## src/rtl/psram_pkg.sv

```systemverilog
package psram_pkg;

  typedef enum logic [1:0] {
    ST_IDLE,
    ST_READ,
    ST_WRITE,
    ST_RESP
  } acc_state_e;

  function automatic int imax(input int a, input int b);
    return (a > b) ? a : b;
  endfunction

endpackage

```

## src/rtl/psram_lane_map.sv

```systemverilog
module psram_lane_map #(
  parameter int LANES = 2
) (
  input  logic                 active,
  input  logic [LANES-1:0]     strobe_be,
  output logic [LANES-1:0]     lane_n,
  input  logic [LANES-1:0]     keep_be,
  input  logic [LANES*8-1:0]   raw,
  output logic [LANES*8-1:0]   kept
);

  for (genvar g = 0; g < LANES; g++) begin : g_lane
    // strobe low only while an access is running and the lane is enabled
    assign lane_n[g]        = !(active && strobe_be[g]);
    // disabled lanes never pass bus data back to the host
    assign kept[g*8 +: 8]   = keep_be[g] ? raw[g*8 +: 8] : 8'h00;
  end

endmodule

```

## src/rtl/psram_cs_guard.sv

```systemverilog
module psram_cs_guard #(
  parameter int CS_MAX_CYC  = 1600,
  parameter int GAP_CYC     = 2,
  parameter int ACC_MAX_CYC = 5
) (
  input  logic clk,
  input  logic rst_n,
  input  logic cs_n,
  output logic near_limit,
  output logic resting
);

  localparam int CNT_W = $clog2(CS_MAX_CYC + 1);
  localparam int RST_W = $clog2(GAP_CYC + 1);
  // headroom: one full access plus the response cycle plus the release edge
  localparam int LIMIT = CS_MAX_CYC - ACC_MAX_CYC - 2;

  logic [CNT_W-1:0] low_cnt;
  logic [RST_W-1:0] rest_cnt;

  always_ff @(posedge clk or negedge rst_n) begin
    if (!rst_n) begin
      low_cnt  <= '0;
      rest_cnt <= RST_W'(GAP_CYC);
    end else begin
      if (cs_n) begin
        low_cnt <= '0;
        if (rest_cnt < RST_W'(GAP_CYC)) rest_cnt <= rest_cnt + 1'b1;
      end else begin
        rest_cnt <= '0;
        if (low_cnt != {CNT_W{1'b1}}) low_cnt <= low_cnt + 1'b1;
      end
    end
  end

  assign near_limit = !cs_n && (low_cnt >= CNT_W'(LIMIT));
  assign resting    = cs_n && (rest_cnt < RST_W'(GAP_CYC));

  // the low run seen on the pin never reaches the cap
  assert_cs_cap_R9: assert property (@(posedge clk) disable iff (!rst_n)
    !cs_n |-> (low_cnt < CNT_W'(CS_MAX_CYC)))
    else $error("chip select low beyond cap");

  // chip select falls only after a full rest period
  assert_cs_rest_R9: assert property (@(posedge clk) disable iff (!rst_n)
    $fell(cs_n) |-> ($past(rest_cnt) >= RST_W'(GAP_CYC)))
    else $error("chip select fell before rest done");

endmodule

```

## src/rtl/psram_access_ctrl.sv

```systemverilog
module psram_access_ctrl
  import psram_pkg::*;
#(
  parameter int ADDR_W     = 20,
  parameter int DATA_W     = 16,
  parameter int RD_CYC     = 4,
  parameter int WR_LEAD    = 1,
  parameter int WR_PULSE   = 3,
  parameter int WR_TAIL    = 1,
  parameter int GAP_CYC    = 2,
  parameter int CS_MAX_CYC = 1600
) (
  input  logic                   clk,
  input  logic                   rst_n,
  input  logic                   req_valid,
  output logic                   req_ready,
  input  logic                   req_write,
  input  logic [ADDR_W-1:0]      req_addr,
  input  logic [DATA_W/8-1:0]    req_be,
  input  logic [DATA_W-1:0]      req_wdata,
  output logic                   rsp_valid,
  input  logic                   rsp_ready,
  output logic [DATA_W-1:0]      rsp_rdata,
  output logic [ADDR_W-1:0]      mem_addr,
  output logic                   mem_cs_n,
  output logic                   mem_oe_n,
  output logic                   mem_we_n,
  output logic [DATA_W/8-1:0]    mem_lane_n,
  output logic [DATA_W-1:0]      mem_dq_o,
  output logic                   mem_dq_oe,
  input  logic [DATA_W-1:0]      mem_dq_i
);

  localparam int LANES   = DATA_W / 8;
  localparam int WR_TOT  = WR_LEAD + WR_PULSE + WR_TAIL;
  localparam int ACC_MAX = imax(RD_CYC, WR_TOT);
  localparam int PH_W    = $clog2(ACC_MAX + 1);
  localparam logic [PH_W-1:0] RD_LAST = PH_W'(RD_CYC - 1);
  localparam logic [PH_W-1:0] WR_LAST = PH_W'(WR_TOT - 1);
  localparam logic [PH_W-1:0] WE_ON   = PH_W'(WR_LEAD);
  localparam logic [PH_W-1:0] WE_OFF  = PH_W'(WR_LEAD + WR_PULSE);

  acc_state_e        state, state_d;
  logic [PH_W-1:0]   phase, phase_d;
  logic              cs_n_q, cs_n_d;
  logic              oe_n_q, we_n_q, dq_oe_q;
  logic [LANES-1:0]  lane_n_q, lane_n_d;
  logic [ADDR_W-1:0] h_addr;
  logic [LANES-1:0]  h_be;
  logic [DATA_W-1:0] h_wdata;
  logic [DATA_W-1:0] rdata_q, kept;
  logic              load, capture;
  logic              near_limit, resting;
  logic              active_d;
  logic [LANES-1:0]  be_d;

  psram_cs_guard #(
    .CS_MAX_CYC (CS_MAX_CYC),
    .GAP_CYC    (GAP_CYC),
    .ACC_MAX_CYC(ACC_MAX)
  ) u_guard (
    .clk       (clk),
    .rst_n     (rst_n),
    .cs_n      (cs_n_q),
    .near_limit(near_limit),
    .resting   (resting)
  );

  assign active_d = (state_d == ST_READ) || (state_d == ST_WRITE);
  assign be_d     = load ? req_be : h_be;

  psram_lane_map #(.LANES(LANES)) u_lanes (
    .active   (active_d),
    .strobe_be(be_d),
    .lane_n   (lane_n_d),
    .keep_be  (h_be),
    .raw      (mem_dq_i),
    .kept     (kept)
  );

  assign req_ready = (state == ST_IDLE) && !resting && !near_limit;

  always_comb begin
    state_d = state;
    phase_d = phase;
    cs_n_d  = cs_n_q;
    load    = 1'b0;
    capture = 1'b0;
    unique case (state)
      ST_IDLE: begin
        if (near_limit) cs_n_d = 1'b1;
        if (req_valid && req_ready) begin
          load = 1'b1;
          if (req_be == '0) begin
            state_d = ST_RESP;
          end else begin
            state_d = req_write ? ST_WRITE : ST_READ;
            phase_d = '0;
            cs_n_d  = 1'b0;
          end
        end
      end
      ST_READ: begin
        if (phase == RD_LAST) begin
          capture = 1'b1;
          state_d = ST_RESP;
          phase_d = '0;
        end else begin
          phase_d = phase + 1'b1;
        end
      end
      ST_WRITE: begin
        if (phase == WR_LAST) begin
          state_d = ST_RESP;
          phase_d = '0;
        end else begin
          phase_d = phase + 1'b1;
        end
      end
      ST_RESP: begin
        if (near_limit) cs_n_d = 1'b1;
        if (rsp_ready) state_d = ST_IDLE;
      end
      default: state_d = ST_IDLE;
    endcase
  end

  always_ff @(posedge clk or negedge rst_n) begin
    if (!rst_n) begin
      state    <= ST_IDLE;
      phase    <= '0;
      cs_n_q   <= 1'b1;
      oe_n_q   <= 1'b1;
      we_n_q   <= 1'b1;
      dq_oe_q  <= 1'b0;
      lane_n_q <= '1;
      h_addr   <= '0;
      h_be     <= '0;
      h_wdata  <= '0;
      rdata_q  <= '0;
    end else begin
      state    <= state_d;
      phase    <= phase_d;
      cs_n_q   <= cs_n_d;
      oe_n_q   <= !(state_d == ST_READ);
      we_n_q   <= !((state_d == ST_WRITE) && (phase_d >= WE_ON) && (phase_d < WE_OFF));
      dq_oe_q  <= (state_d == ST_WRITE);
      lane_n_q <= lane_n_d;
      if (load) begin
        h_addr  <= req_addr;
        h_be    <= req_be;
        h_wdata <= req_wdata;
        rdata_q <= '0;
      end
      if (capture) rdata_q <= kept;
    end
  end

  assign mem_addr   = h_addr;
  assign mem_cs_n   = cs_n_q;
  assign mem_oe_n   = oe_n_q;
  assign mem_we_n   = we_n_q;
  assign mem_lane_n = lane_n_q;
  assign mem_dq_o   = h_wdata;
  assign mem_dq_oe  = dq_oe_q;
  assign rsp_valid  = (state == ST_RESP);
  assign rsp_rdata  = rdata_q;

  assert_no_drive_in_read_R7: assert property (@(posedge clk) disable iff (!rst_n)
    mem_dq_oe |-> mem_oe_n)
    else $error("bus driven while device output enabled");

  assert_turnaround_R7: assert property (@(posedge clk) disable iff (!rst_n)
    $rose(mem_dq_oe) |-> $past(mem_oe_n))
    else $error("no turnaround before write drive");

  assert_standby_quiet_R8: assert property (@(posedge clk) disable iff (!rst_n)
    mem_cs_n |-> (mem_oe_n && mem_we_n && (mem_lane_n == '1) && !mem_dq_oe))
    else $error("activity while deselected");

  assert_read_write_excl_R3: assert property (@(posedge clk) disable iff (!rst_n)
    !(!mem_oe_n && !mem_we_n))
    else $error("output enable and write strobe both low");

  assert_lane_window_R5: assert property (@(posedge clk) disable iff (!rst_n)
    (mem_lane_n != '1) |-> (!mem_oe_n || mem_dq_oe))
    else $error("lane strobe outside an access");

  assert_addr_stable_R6: assert property (@(posedge clk) disable iff (!rst_n)
    ((!mem_oe_n || mem_dq_oe) && $past(!mem_oe_n || mem_dq_oe))
      |-> ($stable(mem_addr) && $stable(mem_lane_n)))
    else $error("address or lanes moved mid-access");

  assert_rsp_hold_R2: assert property (@(posedge clk) disable iff (!rst_n)
    (rsp_valid && !rsp_ready) |=> (rsp_valid && $stable(rsp_rdata)))
    else $error("response dropped or changed under back-pressure");

endmodule

```

## config.mk

```make
export PLATFORM = sky130hd
export DESIGN_NAME = psram_access_ctrl
export DESIGN_NICKNAME = d
export VERILOG_FILES = /design/src/rtl/psram_pkg.sv /design/src/rtl/psram_lane_map.sv /design/src/rtl/psram_cs_guard.sv /design/src/rtl/psram_access_ctrl.sv
export SDC_FILE = /design/constraint.sdc
export NUM_CORES = 1
export LEC_CHECK = 0
export BUFFER_PORTS_ARGS = -buffer_cell sky130_fd_sc_hd__buf_4
export CORE_AREA = 8 8 91 93
export CTS_CLUSTER_SIZE = 28
export DETAILED_ROUTE_END_ITERATION = 6
export DIE_AREA = 0 0 99 101
export GPL_TIMING_DRIVEN = 0
export PLACE_DENSITY = 0.84
export SLEW_MARGIN = 25
export SYNTH_ARGS = -nofsm -noshare
export SYNTH_HDL_FRONTEND = slang
export SYNTH_HIERARCHICAL = 1
export SYNTH_SLANG_ARGS = --single-unit
export TNS_END_PERCENT = 20
```

## constraint.sdc

```tcl
create_clock -name clk -period 3.6 [get_ports clk]
set_input_delay 0.54 -clock clk [delete_from_list [all_inputs] [get_ports clk]]
set_output_delay 0.54 -clock clk [all_outputs]
set_load 0.005 [all_outputs]
```

==> flow_metrics.tcl <==
set metrics [dict create \
    ant_nets 0 \
    routed.top_layer "met4" \
    synth_edf_count 0 \
    die_w_um 99 \
    avgSynthCellArea_um2 9.22 \
    p_leak_nw 2.51 \
    crit_fanout 6 \
    rows 31 \
    port_buffers 118 \
    grt_pass1_wl_mm 15.3 \
    cp-startpoint "u_guard/low_cnt[0]$_DFFE_PN0P_" \
    routed_wl_mm 9.28 \
    fin_ws_ps 851 \
    drc_errors 0 \
    finalHoldViolCount 0 \
    ys.warnings.count 6 \
    drtIter0Drc 136 \
    m1WireLength_mm 3.51 \
    cp.depth 12 \
    dr_wl_met2_mm 4.93 \
    path_cells "ha_1, nor4_1, nor2_1, o41a_1, nor4bb_1, buf_2, nor2_1, o21ai_2, o31a_1, ha_1, inv_1, nand2_1" \
    clk_path_buf_depth 2 \
    cts_buffers 9 \
    synth_cell_types 48 \
    antenna_found_initial 0 \
    max_slew.worst_pin.slew_ps 699 \
    die_h_um 101 \
    period_needed_ps 2750 \
    regToRegStartpoint "u_guard/low_cnt[0]$_DFFE_PN0P_" \
    grt_pass1_vias 3260 \
    worstSetupPathType "flip-flop to flip-flop" \
    dieArea_um2 10000 \
    worstHoldPathType "primary input to async pin" \
    wl_per_cell_um 15.4 \
    worst_ep_arrival_time_ps 3020 \
    crit_buf_inv 2 \
    irDropWorstVdd_v 0.000362 \
    timing.fmax_mhz 364 \
    setup_viol 0 \
    cp_slowest_cell "dfrtp_1" \
    ys_ff_latch 78 \
    relSlewSlack 0.534 \
    holdWs_ps 188 \
    cts_hold_buf 0 \
    area.growth.synth_to_final_pct 34.6 \
    rsz0062_at_grt "no" \
    synth-main-ff-cell "dfrtp_1" \
    finalCritPeriodShare 0.763 \
    ioPinCount 119 \
    cts_tree "built" \
    maxCapViolCount 0 \
    worstPathRequired_ps 3870 \
    overflow 0 \
    hpwl_mm 6.98 \
    grt_start_max_net_pins 79 \
    start_util 0.513 \
    start_kind "flip-flop" \
    ys_seq_area_frac 0.550 \
    rr_worst_depth 12 \
    final_util 0.690 \
    ctsHtreeMaxLevel 3 \
    final.setup.tns_ps 0 \
    layout-drive-gt1-share 0.300 \
    insertion_delay_ps 350 \
    syn_area_um2 3560 \
    path_clk_slew_ps 80 \
    cp_top_family "compound AO/OA/AOI/OAI gates" \
    core_region_area_um2 6940 \
    setup.worst_path.end_class "flip-flop" \
    skew_ps 12.3 \
    syn_nets 458 \
    vias_per_cell 5.08 \
    route.met3.wl_um 593 \
    dr_total_vias 3061 \
    num-fill-cells 540 \
    post-cts-setup-buffers 0 \
    finalNetCount 587 \
    diodes 0 \
    placed_area_um2 4550 \
    routabilityCongestion 0.824 \
    root_buffer "clkbuf_8" \
    max_stage_delay_ps 450 \
    power.density_nw_per_um2 753 \
    status "finished clean" \
    syn-instance-count 386 \
    synthArstFlopShare 1.00 \
    post_cts_resize_count 0 \
    grt_util_all_layers 0.192 \
    place_ws_ps 892 \
    slew_violations 0 \
    drt_pass1_iterations 4 \
    clock-sinks 78 \
    design_area_um2 4790 \
]
-- through the flow --
stage | instances | total power [mW]
6_report | 602 | 3.61
4_1_cts | 602 | 3.64
3_5_place_dp | 586 | 2.85
5_1_grt | 602 | 3.88
2_1_floorplan | 386 | 2.14
3_3_place_gp | 586 | 2.78
-- flip-flops by register name, indices dropped and copies added (netlist names), 2 cells and up --
signal            count
u_guard/rest_cnt      2
rsp_rdata            16
state                 2
mem_lane_n            2
h_be                  2
phase                 3
u_guard/low_cnt      11
mem_addr             20
mem_dq_o             16
-- power breakdown --
| group | internal [mW] | switching, mW | leakage, nW |
|---|---|---|---|
| Sequential | 1.20 | 0.220 | 1.00 |
| Clock | 0.459 | 0.311 | 0.112 |
| Combinational | 0.699 | 0.716 | 1.39 |
-- layout by cell type, fill, tap and decap left out, drive strengths merged, types with 2 or more instances in the layout --
master	Yosys	layout
a21oi	2	2
a22o	2	2
and2	18	18
buf	10	128
bufinv	0	3
clkbuf	6	16
clkinvlp	0	2
dfrtp	72	72
dfstp	6	6
ha	13	13
inv	15	15
nand2	155	155
nand3	5	5
nor2	12	12
nor2b	2	2
nor3	5	5
nor4	2	2
o211ai	2	2
o21ai	30	30
xnor2	6	6
xor2	3	3
-- final timing paths --
path,to,slack [ps]
worst max-delay path,mem_lane_n[0]$_DFF_PN1_,850
worst min-delay path,rsp_rdata[1]$_DFFE_PN0P_,190
worst max register to register,mem_lane_n[0]$_DFF_PN1_,850
worst min register to register,mem_addr[15]$_DFFE_PN0P_,480
max in group asynchronous,rsp_rdata[8]$_DFFE_PN0P_,2900
min in group clk,mem_dq_o[3]$_DFFE_PN0P_,380
-- cells by family after synthesis --
family                     after synthesis  synth area share
AOI/OAI and AO/OA                       48            0.0823
xor gates and xnor gates                 9            0.0221
adders and majority gates               13            0.0457
buffers and inverters                   31            0.0408
DFF                                     78             0.550
muxes                                    2           0.00703
and+or+nand+nor                        205             0.252
-- metal layers --
metal  track usage  vias to the layer above
li1              -                     1491
met1         0.201                     1465
met2         0.338                       84
met3        0.0532                       21
met4         0.113                        0
met5             0                        -
-- worst register-to-register path, delay by kind of cell (launching register included) --
family | cells | cell delay [ps]
adders and majority gates | 2 | 460
and+or+nand+nor | 5 | 710
DFF | 1 | 450
buffers and inverters | 2 | 320
AOI/OAI and AO/OA | 3 | 750
-- synth_stat cells (2+ instances only) --
master	number	area, um2
buf_2	7	35.0
a22o_1	2	17.5
dfrtp_1	72	1800
nand2_1	154	578
clkbuf_1	5	18.8
o21ai_1	2	10.0
nor4_1	2	12.5
nor3_1	4	20.0
nand3_1	3	15.0
nor2b_1	2	12.5
ha_1	13	163
and2_1	18	113
a21oi_1	2	10.0
inv_1	15	56.3
nor2_1	12	45.0
o211ai_1	2	15.0
xor2_1	3	26.3
o21ai_0	27	135
dfstp_2	6	158
buf_6	2	22.5
xnor2_1	6	52.6
-- layout make-up --
type | count | area [um2] | share of cell area
Tap cell | 82 | 103 | 0.0214
Sequential cell | 78 | 1960 | 0.409
Inverter | 15 | 56.3 | 0.0118
Timing Repair Buffer | 118 | 890 | 0.186
Clock inverter | 6 | 110 | 0.0230
Multi-Input combinational cell | 277 | 1460 | 0.304
Buffer | 16 | 88.8 | 0.0185
Clock buffer | 10 | 128 | 0.0266
Power figures use the tool's default switching activity.
